[src/rtl/gmc_pkg.sv]
package gmc_pkg;

    localparam int MAX_GATE_MS = 64;

    typedef enum logic [1:0] {
        ST_IDLE   = 2'd0,
        ST_GATE   = 2'd1,
        ST_ARM    = 2'd2,
        ST_PERIOD = 2'd3
    } gmc_state_e;

    typedef struct packed {
        logic       use_hf;
        logic       freq_mode;
        logic [1:0] gate_sel;
        logic       two_per;
    } gmc_cfg_t;

    function automatic int gate_ms(input logic [1:0] sel);
        case (sel)
            2'd0:    return 4;
            2'd1:    return 8;
            2'd2:    return 32;
            default: return 64;
        endcase
    endfunction

endpackage

[src/rtl/gmc_rise_det.sv]
module gmc_rise_det #(
    parameter int W = 2
) (
    input  logic         clk,
    input  logic         rst,
    input  logic [W-1:0] sig,
    output logic [W-1:0] rise
);
    for (genvar i = 0; i < W; i++) begin : g_bit
        logic prev_q;
        always_ff @(posedge clk) begin
            if (rst) prev_q <= 1'b0;
            else     prev_q <= sig[i];
        end
        assign rise[i] = sig[i] & ~prev_q;
    end
endmodule

[src/rtl/gmc_prescale.sv]
module gmc_prescale (
    input  logic clk,
    input  logic rst,
    input  logic clr,
    input  logic rise_in,
    output logic ev_out
);
    logic half_q;

    always_ff @(posedge clk) begin
        if (rst || clr)   half_q <= 1'b0;
        else if (rise_in) half_q <= ~half_q;
    end

    assign ev_out = rise_in & half_q;

    // between two counted events there must be a non-counted rise
    a_r3_halved: assert property (@(posedge clk) disable iff (rst)
        (ev_out && !clr) |=> !ev_out);
endmodule

[src/rtl/gmc_sequencer.sv]
module gmc_sequencer
    import gmc_pkg::*;
#(
    parameter int TICKS_PER_MS = 1000
) (
    input  logic     clk,
    input  logic     rst,
    input  logic     start,
    input  logic     accumulate,
    input  gmc_cfg_t cfg_in,
    input  logic     ref_tick,
    input  logic     hf_ev,
    input  logic     lf_rise,
    output logic     busy,
    output logic     done,
    output logic     accept,
    output logic     clear_cnt,
    output logic     inc_cnt
);
    localparam int GT_MAX = MAX_GATE_MS * TICKS_PER_MS;
    localparam int GT_W   = $clog2(GT_MAX);

    gmc_state_e        state_q;
    gmc_cfg_t          cfg_q;
    logic [GT_W-1:0]   gate_cnt_q;
    logic [GT_W-1:0]   gate_last;
    logic              per_seen_q;
    logic              done_q;
    logic              period_close;

    assign gate_last    = GT_W'(gate_ms(cfg_q.gate_sel) * TICKS_PER_MS - 1);
    assign period_close = !cfg_q.two_per || per_seen_q;
    assign accept       = (state_q == ST_IDLE) && start;
    assign clear_cnt    = accept && !accumulate;
    assign busy         = (state_q != ST_IDLE);
    assign done         = done_q;

    always_comb begin
        inc_cnt = 1'b0;
        case (state_q)
            ST_GATE:   inc_cnt = cfg_q.use_hf ? hf_ev : lf_rise;
            ST_PERIOD: inc_cnt = ref_tick && !(lf_rise && period_close);
            default:   inc_cnt = 1'b0;
        endcase
    end

    always_ff @(posedge clk) begin
        if (rst) begin
            state_q    <= ST_IDLE;
            cfg_q      <= '0;
            gate_cnt_q <= '0;
            per_seen_q <= 1'b0;
            done_q     <= 1'b0;
        end else begin
            case (state_q)
                ST_IDLE: begin
                    if (start) begin
                        cfg_q      <= cfg_in;
                        gate_cnt_q <= '0;
                        per_seen_q <= 1'b0;
                        done_q     <= 1'b0;
                        state_q    <= (cfg_in.use_hf || cfg_in.freq_mode) ? ST_GATE : ST_ARM;
                    end
                end
                ST_GATE: begin
                    if (ref_tick) begin
                        if (gate_cnt_q == gate_last) begin
                            state_q <= ST_IDLE;
                            done_q  <= 1'b1;
                        end else begin
                            gate_cnt_q <= gate_cnt_q + 1'b1;
                        end
                    end
                end
                ST_ARM: begin
                    if (lf_rise) state_q <= ST_PERIOD;
                end
                ST_PERIOD: begin
                    if (lf_rise) begin
                        if (period_close) begin
                            state_q <= ST_IDLE;
                            done_q  <= 1'b1;
                        end else begin
                            per_seen_q <= 1'b1;
                        end
                    end
                end
                default: state_q <= ST_IDLE;
            endcase
        end
    end

    // done is never set while a measurement runs
    a_r8_done_not_busy: assert property (@(posedge clk) disable iff (rst)
        !(busy && done));
    // done holds until a start arrives
    a_r8_done_hold: assert property (@(posedge clk) disable iff (rst)
        (done && !start) |=> done);
    // gate counter stays within the selected gate
    a_r4_gate_bound: assert property (@(posedge clk) disable iff (rst)
        (state_q == ST_GATE) |-> (gate_cnt_q <= gate_last));
    // a start while busy leaves the block busy or finishing normally
    a_r9_start_busy: assert property (@(posedge clk) disable iff (rst)
        (busy && start && !ref_tick && !lf_rise) |=> busy);
endmodule

[src/rtl/gmc_result.sv]
module gmc_result #(
    parameter int CNT_W = 20
) (
    input  logic             clk,
    input  logic             rst,
    input  logic             clr,
    input  logic             inc,
    input  logic             shift,
    input  logic             busy,
    output logic [CNT_W-1:0] cnt_q
);
    localparam logic [CNT_W-1:0] CNT_FULL = '1;

    always_ff @(posedge clk) begin
        if (rst || clr) begin
            cnt_q <= '0;
        end else if (inc) begin
            if (cnt_q != CNT_FULL) cnt_q <= cnt_q + 1'b1;
        end else if (shift) begin
            cnt_q <= {cnt_q[CNT_W-2:0], 1'b0};
        end
    end

    // a full count stays full while only increments arrive
    a_r7_no_overflow: assert property (@(posedge clk) disable iff (rst)
        (cnt_q == CNT_FULL && !clr && !shift) |=> (cnt_q == CNT_FULL));
    // while busy the count only grows
    a_r10_busy_monotonic: assert property (@(posedge clk) disable iff (rst)
        busy |=> (cnt_q >= $past(cnt_q)));
endmodule

[src/rtl/gated_meas_counter.sv]
module gated_meas_counter
    import gmc_pkg::*;
#(
    parameter int CNT_W        = 20,
    parameter int TICKS_PER_MS = 1000
) (
    input  logic             clk,
    input  logic             rst,
    input  logic             hf_in,
    input  logic             lf_in,
    input  logic             ref_tick,
    input  logic             sel_hf,
    input  logic             lf_freq_mode,
    input  logic [1:0]       gate_sel,
    input  logic             two_periods,
    input  logic             accumulate,
    input  logic             start,
    input  logic             shift_en,
    output logic [CNT_W-1:0] count_q,
    output logic             ser_out,
    output logic             busy,
    output logic             done
);
    logic [1:0] rises;
    logic       hf_ev;
    logic       accept;
    logic       clear_cnt;
    logic       inc_cnt;
    logic       shift_ok;
    gmc_cfg_t   cfg_in;

    assign cfg_in = '{use_hf: sel_hf, freq_mode: lf_freq_mode,
                      gate_sel: gate_sel, two_per: two_periods};

    gmc_rise_det #(.W(2)) u_rise (
        .clk (clk),
        .rst (rst),
        .sig ({hf_in, lf_in}),
        .rise(rises)
    );

    gmc_prescale u_presc (
        .clk    (clk),
        .rst    (rst),
        .clr    (accept),
        .rise_in(rises[1]),
        .ev_out (hf_ev)
    );

    gmc_sequencer #(.TICKS_PER_MS(TICKS_PER_MS)) u_seq (
        .clk       (clk),
        .rst       (rst),
        .start     (start),
        .accumulate(accumulate),
        .cfg_in    (cfg_in),
        .ref_tick  (ref_tick),
        .hf_ev     (hf_ev),
        .lf_rise   (rises[0]),
        .busy      (busy),
        .done      (done),
        .accept    (accept),
        .clear_cnt (clear_cnt),
        .inc_cnt   (inc_cnt)
    );

    assign shift_ok = shift_en && !busy && !start;

    gmc_result #(.CNT_W(CNT_W)) u_res (
        .clk  (clk),
        .rst  (rst),
        .clr  (clear_cnt),
        .inc  (inc_cnt),
        .shift(shift_ok),
        .busy (busy),
        .cnt_q(count_q)
    );

    assign ser_out = count_q[CNT_W-1];

    // an accepted start without accumulate leaves a zero count
    a_r6_clear_on_start: assert property (@(posedge clk) disable iff (rst)
        (start && !busy && !accumulate) |=> (count_q == '0));
    // idle count only changes through start or shift
    a_r9_idle_stable: assert property (@(posedge clk) disable iff (rst)
        (!busy && !start && !shift_en) |=> $stable(count_q));
endmodule

[config.mk]
export PLATFORM = sky130hd
export DESIGN_NAME = gated_meas_counter
export DESIGN_NICKNAME = d
export VERILOG_FILES = /design/src/rtl/gmc_pkg.sv /design/src/rtl/gmc_rise_det.sv /design/src/rtl/gmc_prescale.sv /design/src/rtl/gmc_sequencer.sv /design/src/rtl/gmc_result.sv /design/src/rtl/gated_meas_counter.sv
export SDC_FILE = /design/constraint.sdc
export NUM_CORES = 1
export LEC_CHECK = 0
export BUFFER_PORTS_ARGS = -buffer_cell sky130_fd_sc_hd__buf_4
export CAP_MARGIN = 20
export CORE_AREA = 2 2 97 99
export CTS_CLUSTER_SIZE = 40
export DETAILED_ROUTE_END_ITERATION = 8
export DIE_AREA = 0 0 99 101
export GPL_TIMING_DRIVEN = 0
export PLACE_DENSITY_LB_ADDON = 0.3
export SLEW_MARGIN = 30
export SYNTH_ARGS = -nofsm -noshare
export SYNTH_HDL_FRONTEND = slang
export SYNTH_SLANG_ARGS = --single-unit
export TNS_END_PERCENT = 100
[constraint.sdc]
create_clock -name clk -period 5.1 [get_ports clk]
set_input_delay 1.275 -clock clk [delete_from_list [all_inputs] [get_ports clk]]
set_output_delay 1.275 -clock clk [all_outputs]
set_load 0.02 [all_outputs]
==> results of run 1 <==
==> sequential cells by signal (all words and copies together), names as in the netlist <==
signal               count
u_seq.gate_cnt_q        16
u_seq.done               1
u_seq.cfg_q              4
u_presc.half_q           1
u_seq.per_seen_q         1
u_res.cnt_q             20
u_rise.g_bit.prev_q      2
u_seq.state_q            2
==> critical path, cell delays in order, from the launching register on <==
cell,delay [ns]
dfxtp_1,0.44
inv_1,0.13
ha_1,0.29
nor2_1,0.28
inv_1,0.08
ha_1,0.28
ha_1,0.30
ha_1,0.30
ha_1,0.32
xnor2_1,0.14
or3_1,0.37
a211o_1,0.34
and4bb_1,0.23
buf_6,0.13
or4_1,0.49
a21oi_1,0.14
==> power groups by stage <==
| stage | registers, mW | logic, mW | clock network (mW) |
|---|---|---|---|
| 2_1_floorplan | 0.404 | 0.169 | 0 |
| 3_3_place_gp | 0.402 | 0.239 | 0 |
| 3_5_place_dp | 0.403 | 0.244 | 0 |
| 4_1_cts | 0.394 | 0.245 | 0.329 |
| 5_1_grt | 0.397 | 0.274 | 0.345 |
| 6_report | 0.394 | 0.246 | 0.322 |
==> cell type report <==
type | count | area share
Sequential cell | 47 | 0.260
Clock inverter | 2 | 0.0166
Multi-Input combinational cell | 323 | 0.561
Buffer | 19 | 0.0245
Inverter | 7 | 0.00725
Timing Repair Buffer | 35 | 0.0725
Clock buffer | 6 | 0.0200
Tap cell | 111 | 0.0383
==> through the flow <==
step / cell area [um^2] / util
6_report: 3620 / 0.403
5_1_grt: 3620 / 0.403
4_1_cts: 3620 / 0.403
3_5_place_dp: 3490 / 0.389
3_3_place_gp: 3490 / 0.389
2_1_floorplan: 3090 / -
==> layout by cell type, fill, tap and decap left out, drive strengths merged, types with 9 or more instances in the layout <==
master and instances:
xnor2 9, nand3 13, ha 18, dfxtp 47
a21oi 34, clkbuf 17, nand4 14, buf 43
nand2 37, or3 10, and2 11, nor2 38
nor3 10, o21ai 32
==> cells by family after synthesis <==
| group | count (synthesis) | synth area share |
|---|---|---|
| buffers and inverters | 26 | 0.0373 |
| XOR/XNOR | 16 | 0.0498 |
| multiplexers | 6 | 0.0194 |
| adder cells (fa/ha/maj) | 18 | 0.0729 |
| flip-flops | 47 | 0.305 |
| AND/OR/NAND/NOR | 169 | 0.284 |
| AO/OA/AOI/OAI | 114 | 0.232 |
==> path summary, 6_finish.rpt <==
path | depth (start not counted) | end | startpoint | slack (ns)
hold reg to reg | 2 | u_seq.per_seen_q | u_seq.per_seen_q | 0.48
hold / removal | 2 | u_seq.per_seen_q | u_seq.per_seen_q | 0.48
setup / recovery | 15 | u_seq.gate_cnt_q[15] | u_seq.cfg_q[1] | 0.76
setup reg to reg | 15 | u_seq.gate_cnt_q[15] | u_seq.cfg_q[1] | 0.76
==> routing by layer <==
layer | GRT usage | wire, um | vias up
met1 | 0.214 | 3690 | 1462
met4 | 0.0506 | 135 | 0
met5 | 0 | 0 | -
met3 | 0.0270 | 415 | 12
li1 | - | - | 1546
met2 | 0.293 | 3870 | 94
==> run_results.csv, run 1 <==
group,metric,value,unit
pwr,p_clk_frac,0.335,
clocking,root_buffer,"clkbuf_8",
clocking,htree_levels,2,
synth,syn_nets,427,
synth,netlist_instances,396,
layout,fill_cells,916,
grt,track_usage,0.168,
pwr,p_sw,295,uW
critical_path,criticalPathCategory,"reg2reg",
sta,max_freq,230,MHz
floorplan,start_util,0.344,
grt,grt_max_degree,15,
worst_hold_path,hold_path_class,"reg2reg",
clocking,worstSkewPairLatency,0.30,ns
layout,regArea,941,um^2
clocking,hold_buffers,0,
synth,yosys-top-cells-count,"dfxtp_1 (47), nor2_1 (38), nand2_1 (37)",
layout,drive_gt1_frac,0.132,
synth,synth_most_common_cell,"dfxtp_1",
critical_path,cp-start-kind,"flip-flop",
clocking,cts_buffer_depth,2,
route,drt_first_iter_violations,165,
layout,fin_nets,469,
placed_design,port_buffers,35,
pwr,peakVddDrop,0.000133,V
sta,finalCritPeriodShare,0.851,
pwr,combinationalPowerShare,0.255,
floorplan,num_io_pins,36,
sta,rsz0062_at_grt,"no",
synth,synth_edf_count,0,
route,antenna_left,0,
sta,setup_viol,0,
synth,netlist.area_leader.share,0.305,
synth,synthArstFlopShare,0,
route,avgViaCountPerCell,5.66,
grt,antenna_found_initial,0,
clocking,cts_tree,"built",
pwr,swShare,0.306,
layout,syn2layout_area_growth,17.3,%
synth,yosys.area.top_type,"dfxtp_1",
synth,ys_ff_latch,47,
sta,min_period,4.34,ns
critical_path,setup.worst_path.end_class,"flip-flop",
sta,slew_viol_final,0,
placed_design,dp_slack,0.764,ns
pwr,power.share.sequential,0.410,
grt,grt_pass1_vias,2991,
layout,multi_input_area,2030,um^2
flow_run,maxCapViolations,0,
route,totalWireLength,8110,um
synth,synthTopCellsByArea,"dfxtp_1 (30%), ha_1 (7.3%), a21oi_1 (5.5%)",
clocking,clkTransAtPathRegs,0.08,ns
route,first_pass_iters,5,
sta,finalHoldViolCount,0,
sta,setup_ws,0.761,ns
grt,gr-total-overflow,0,
floorplan,dieHeight,101,um
floorplan,die_area,10000,um^2
synth,synth_warnings,0,
placed_design,placed_cells,542,
layout,antenna_cells,0,
synth,avgSynthCellArea,7.80,um^2
sta,whs,0.484,ns
route,wl_per_cell,14.7,um
layout,final_cells,550,
pwr,p_int,667,uW
route,drc,0,
floorplan,rows,35,
sta,max_slew_margin,0.463,
pwr,p_per_area,266,nW/um^2
synth,yosysSeqAreaShare,0.305,
sta,finalClockSkew,0.0116,ns
run_status,status,"complete, no violations",
clocking,numCtsBuffers,5,
synth,synthFlopType,"dfxtp_1",
floorplan,die_x,99,um
critical_path,crit_path_max_fanout,10,
placed_design,hpwlAfterDp,5990,um
critical_path,critical_path_required,5.33,ns
clocking,post_cts_buffers,0,
clocking,clkSinkCount,47,
floorplan,core,8980,um^2
sta,worst_pin_slew,0.799,ns
pwr,power_leakage,1.36,nW
route,via_count,3114,
synth,synth_cell_types,58,
critical_path,cp.arrival,4.57,ns
placed_design,globalplace.congestion,0.889,
grt,grt_pass1_wl,13900,um
pwr,power,962,uW
clocking,cts_resized,0,
sta,fin_setup_tns,0,ns
synth,netlist_area,3090,um^2
(Power assumes the default switching activity.)
==> run 2: changes to the inputs <==
- ABC_AREA: not set -> 1
- CORE_AREA: 2 2 97 99 -> 2 2 105 107
- DIE_AREA: 0 0 99 101 -> 0 0 107 109
==> run_results.csv, run 2 <==
group,metric,value,unit
run_status,status,"complete, no violations",
pwr,p_per_area,362,nW/um^2
grt,gr-total-overflow,0,
critical_path,cpMostUsedCell,"nand2_1",
synth,synth_warnings,0,
critical_path,path_cells,"inv_1 -> ha_1 -> nand2_1 -> inv_1 -> ha_1 -> ha_1 -> ha_1 -> ha_1 -> inv_1 -> nor2_1 -> nand2_1 -> nand2_1 -> nand2_1 -> nand2_1 -> inv_1 -> nand2_1 -> nand2_1 -> nor2_2 -> nand4_4 -> nand2_4 -> buf_6 -> nand2_1 -> a21oi_1",
sta,whs,0.468,ns
synth,avgSynthCellArea,6.11,um^2
synth,yosys-top-cells-count,"nand2_1 (149), nor2_1 (81), inv_1 (75)",
layout,layout_commonest_cell,"nand2_1",
layout,multi_input_area,2280,um^2
layout,largest_reg_flops,20,
sta,fin_setup_tns,0,ns
route,totalWireLength,9420,um
critical_path,critical_path_required,5.34,ns
placed_design,port_buffers,35,
route,drc,0,
layout,regMostFlops,"u_res.cnt_q",
sta,min_period,3.64,ns
sta,setup_viol,0,
sta,slew_viol_final,0,
layout,final_cell_mix,"nand2_1 (149), nor2_1 (81), inv_1 (75)",
critical_path,setup.worst_path.end_class,"flip-flop",
synth,netlist.area_leader.share,0.259,
layout,regArea,941,um^2
synth,synthFlopType,"dfxtp_1",
route,wl_per_cell,12.1,um
clocking,clkSinkCount,47,
clocking,numCtsBuffers,5,
floorplan,core,10600,um^2
placed_design,dp_slack,1.45,ns
layout,fill_cells,1154,
layout,fin_nets,668,
synth,synth_edf_count,0,
critical_path,cp-start-kind,"flip-flop",
clocking,root_buffer,"clkbuf_8",
clocking,post_cts_buffers,0,
clocking,hold_buffers,0,
sta,max_slew_margin,0.688,
synth,syn_nets,626,
clocking,clkTransAtPathRegs,0.09,ns
pwr,power,1.52,mW
floorplan,rows,38,
synth,yosys.area.top_type,"dfxtp_1",
pwr,peakVddDrop,0.000188,V
grt,antenna_found_initial,0,
worst_hold_path,hold_path_class,"reg2reg",
floorplan,start_util,0.343,
synth,ys_ff_latch,47,
floorplan,dieHeight,109,um
critical_path,criticalPathCategory,"reg2reg",
layout,antenna_cells,0,
placed_design,hpwlAfterDp,7130,um
critical_path,cp.arrival,3.88,ns
critical_path,crit_path_max_fanout,10,
synth,synthArstFlopShare,0,
floorplan,die_area,11700,um^2
grt,track_usage,0.168,
clocking,cts_buffer_depth,2,
sta,rsz0062_at_grt,"no",
route,drt_first_iter_violations,285,
synth,synthTopCellsByArea,"dfxtp_1 (26%), nand2_1 (15%), nor2_1 (8.4%)",
sta,setup_ws,1.46,ns
route,antenna_left,0,
sta,finalCritPeriodShare,0.713,
sta,finalClockSkew,0.00770,ns
clocking,htree_levels,2,
grt,grt_pass1_vias,3458,
pwr,power_leakage,1.82,nW
placed_design,globalplace.congestion,0.908,
route,avgViaCountPerCell,4.88,
critical_path,slowest_stage,"dfxtp_1",
clocking,cts_resized,0,
clocking,cts_tree,"built",
synth,synth_cell_types,33,
flow_run,maxCapViolations,0,
layout,drive_gt1_frac,0.132,
clocking,worstSkewPairLatency,0.31,ns
floorplan,die_x,107,um
route,via_count,3794,
sta,finalHoldViolCount,0,
route,first_pass_iters,5,
layout,syn2layout_area_growth,15.3,%
grt,grt_max_degree,15,
sta,worst_pin_slew,0.468,ns
critical_path,slowest_delay,0.42,ns
synth,yosysSeqAreaShare,0.259,
floorplan,num_io_pins,36,
layout,reg_top3,"u_res.cnt_q (20), u_seq.gate_cnt_q (16), u_seq.cfg_q (4)",
synth,netlist_area,3630,um^2
synth,synth_most_common_cell,"nand2_1",
synth,netlist_instances,595,
grt,grt_pass1_wl,16000,um
sta,max_freq,275,MHz
-- run 2: report_power, final --
part | leakage, nW | switching, mW | internal (mW) | total, mW
combinational | 1.38 | 0.486 | 0.262 | 0.747
clock | 0.0612 | 0.138 | 0.159 | 0.297
sequential | 0.383 | 0.0585 | 0.414 | 0.472
-- run 2: logic make-up (layout without fill, tap and decap cells) --
group,count (synthesis),in the layout,synth area share
flops,47,47,0.259
compound gates,86,86,0.127
fa+ha+maj,18,18,0.0620
xor+xnor,22,22,0.0530
buf+inv,100,143,0.115
simple gates,322,322,0.384
-- run 2: critical path, delay by kind of cell, from the launching register on --
| kind | cells | cell delay, ns |
|---|---|---|
| fa+ha+maj | 5 | 1.50 |
| simple gates | 12 | 1.08 |
| buf+inv | 5 | 0.43 |
| flops | 1 | 0.42 |
| compound gates | 1 | 0.13 |
-- run 2: cell type report --
class,instances,share of cell area
multi-input cells,448,0.543
flip-flops and latches,47,0.225
inverters,81,0.0726
clock inverters,2,0.00836
well taps,140,0.0418
repair buffers,35,0.0627
clock buffers,6,0.0197
plain buffers,19,0.0272
-- run 2: worst paths after layout --
check,startpoint,end,slack [ns],cells after the start
setup / recovery,u_seq.cfg_q[1],u_seq.gate_cnt_q[12],1.46,23
hold / removal,u_seq.done,u_seq.done,0.47,2
setup reg to reg,u_seq.cfg_q[1],u_seq.gate_cnt_q[12],1.46,23
hold reg to reg,u_seq.done,u_seq.done,0.47,2
-- run 2: through the flow --
step / cell area, um^2 / utilization / instances
floorplan: 3630 / - / 595
global placement: 4070 / 0.384 / 770
detailed placement: 4070 / 0.384 / 770
CTS: 4190 / 0.395 / 778
global route: 4190 / 0.395 / 778
finish: 4190 / 0.395 / 778
-- run 2: routing by layer --
layer | vias up | share of wire | global-route usage
li1 | 1976 | - | -
met1 | 1720 | 0.50 | 0.229
met2 | 90 | 0.45 | 0.278
met3 | 8 | 0.040 | 0.0221
met4 | 0 | 0.011 | 0.0482
met5 | - | 0 | 0
==> run 3: changes to the inputs <==
- ABC_AREA: 1 -> 0
- CORE_AREA: 2 2 105 107 -> 2 2 97 99
- DIE_AREA: 0 0 107 109 -> 0 0 99 101
- clock period: 5.1 -> 3.2 ns (I/O delays scaled with it)
==> run_results.csv, run 3 (synthesized netlist as in run 1, its figures left out) <==
group,metric,value,unit
grt,track_usage,0.170,
sta,max_freq,279,MHz
grt,grt_pass1_wl,14000,um
critical_path,criticalPathCategory,"reg2reg",
pwr,peakVddDrop,0.000238,V
layout,fill_cells,857,
layout,regArea,948,um^2
critical_path,cp.arrival,3.83,ns
critical_path,cp-start-kind,"flip-flop",
grt,grt_pass1_vias,2913,
layout,fin_nets,480,
route,totalWireLength,8490,um
clocking,cts_tree,"built",
critical_path,setup.worst_path.end_class,"flip-flop",
pwr,p_per_area,399,nW/um^2
placed_design,port_buffers,35,
placed_design,globalplace.congestion,0.846,
route,avgViaCountPerCell,5.64,
layout,syn2layout_area_growth,29.0,%
sta,finalHoldViolCount,0,
clocking,clkTransAtPathRegs,0.10,ns
floorplan,start_util,0.344,
layout,antenna_cells,0,
run_status,violations,"negative setup slack",
sta,min_period,3.58,ns
floorplan,die_x,99,um
worst_hold_path,hold_path_class,"reg2reg",
floorplan,num_io_pins,36,
run_status,status,"complete, but fails checks",
floorplan,die_area,10000,um^2
route,via_count,3166,
sta,setup_ws,-0.379,ns
floorplan,core,8980,um^2
route,first_pass_iters,5,
sta,max_slew_margin,0.514,
sta,finalClockSkew,0.0145,ns
route,wl_per_cell,15.1,um
clocking,worstSkewPairLatency,0.31,ns
layout,multi_input_area,2290,um^2
floorplan,rows,35,
layout,reg_top3,"u_res.cnt_q (20), u_seq.gate_cnt_q (16), u_seq.cfg_q (4)",
route,antenna_left,0,
clocking,numCtsBuffers,5,
pwr,power_leakage,1.42,nW
placed_design,placed_cells,542,
clocking,htree_levels,2,
layout,regMostFlops,"u_res.cnt_q",
sta,setup_viol,16,
route,drc,0,
critical_path,critical_path_required,3.45,ns
sta,whs,0.478,ns
layout,final_cells,561,
sta,worst_pin_slew,0.724,ns
floorplan,dieHeight,101,um
sta,rsz0062_at_grt,"yes",
sta,slew_viol_final,0,
clocking,root_buffer,"clkbuf_8",
route,drt_first_iter_violations,146,
layout,final_cell_mix,"buf_4 (45), dfxtp_1 (45), nand2_1 (37)",
clocking,cts_buffer_depth,2,
sta,finalCritPeriodShare,1.12,
grt,grt_max_degree,17,
layout,largest_reg_flops,20,
grt,gr-total-overflow,0,
grt,antenna_found_initial,0,
placed_design,hpwlAfterDp,6020,um
flow_run,maxCapViolations,0,
critical_path,crit_path_max_fanout,5,
clocking,clkSinkCount,47,
layout,drive_gt1_frac,0.233,
## run 3: cell types whose count changed in the layout (fill, tap and decap cells not counted), sizes merged, moves of 11 or more
cell	before	now
nand2	153	37
inv	81	8
nor2	87	38
nand3	50	13
and2	0	11
xor2	17	6
## run 3: layout make-up
| cell class | count | area share |
|---|---|---|
| clock inverters | 3 | 0.0116 |
| clock buffers | 5 | 0.0173 |
| inverters | 7 | 0.00848 |
| flip-flops and latches | 47 | 0.238 |
| repair buffers | 48 | 0.0927 |
| multi-input cells | 323 | 0.576 |
| plain buffers | 17 | 0.0214 |
| well taps | 111 | 0.0349 |
## run 3: stage by stage
stage                     worst slack (ns)  power [mW]  TNS [ns]  cell area, um^2   util
final                               -0.379        1.59     -4.96             3980  0.444
after global routing                -0.479        1.67     -6.64             3980  0.444
after CTS                           -0.389        1.56     -4.54             3870  0.431
after detailed placement            -0.460        1.06     -6.17             3600  0.401
after global placement              -0.439        1.06     -5.61             3600  0.401
after floorplan                     -0.202       0.946     -1.72             3200      -
## run 3: critical path: stages (launching register included)
cell and delay (ns):
dfxtp_4 0.39, buf_6 0.13, ha_4 0.17, and2_4 0.14
ha_4 0.26, ha_4 0.20, ha_4 0.27, ha_4 0.20
xnor2_2 0.13, or3_4 0.39, a211o_1 0.32, and4bb_1 0.26
buf_6 0.14, or4_1 0.39, a21oi_1 0.12
## run 3: per-layer routing
metal / up-vias / wire length [um] / track usage / share of wire
met1: 1503 / 3980 / 0.222 / 0.47
met5: - / 0 / 0 / 0
met3: 12 / 266 / 0.0270 / 0.031
met2: 74 / 4160 / 0.289 / 0.49
met4: 0 / 90 / 0.0506 / 0.011
li1: 1577 / - / - / -
## run 3: worst paths after layout
| kind | from | end | slack (ns) | cells past startpoint |
|---|---|---|---|---|
| setup / recovery | u_seq.cfg_q[1] | u_seq.gate_cnt_q[15] | -0.38 | 14 |
| hold / removal | u_seq.cfg_q[0] | u_seq.cfg_q[0] | 0.48 | 2 |
| setup reg to reg | u_seq.cfg_q[1] | u_seq.gate_cnt_q[15] | -0.38 | 14 |
| hold reg to reg | u_seq.cfg_q[0] | u_seq.cfg_q[0] | 0.48 | 2 |
## run 3: repair_timing
item                                    in CTS  in global routing
hold buffers                                 0                  0
buffers inserted                             9                  3
gates resized for setup                     22                 19
endpoints found under the setup margin      18                 18
pin swaps                                   16                 16
cloned                                       1                  0
## run 3: where the power goes
group / total, mW / leakage, nW / internal (mW) / switching [mW]
sequential: 0.631 / 0.382 / 0.605 / 0.0264
clock: 0.456 / 0.0548 / 0.236 / 0.221
combinational: 0.501 / 0.985 / 0.214 / 0.288
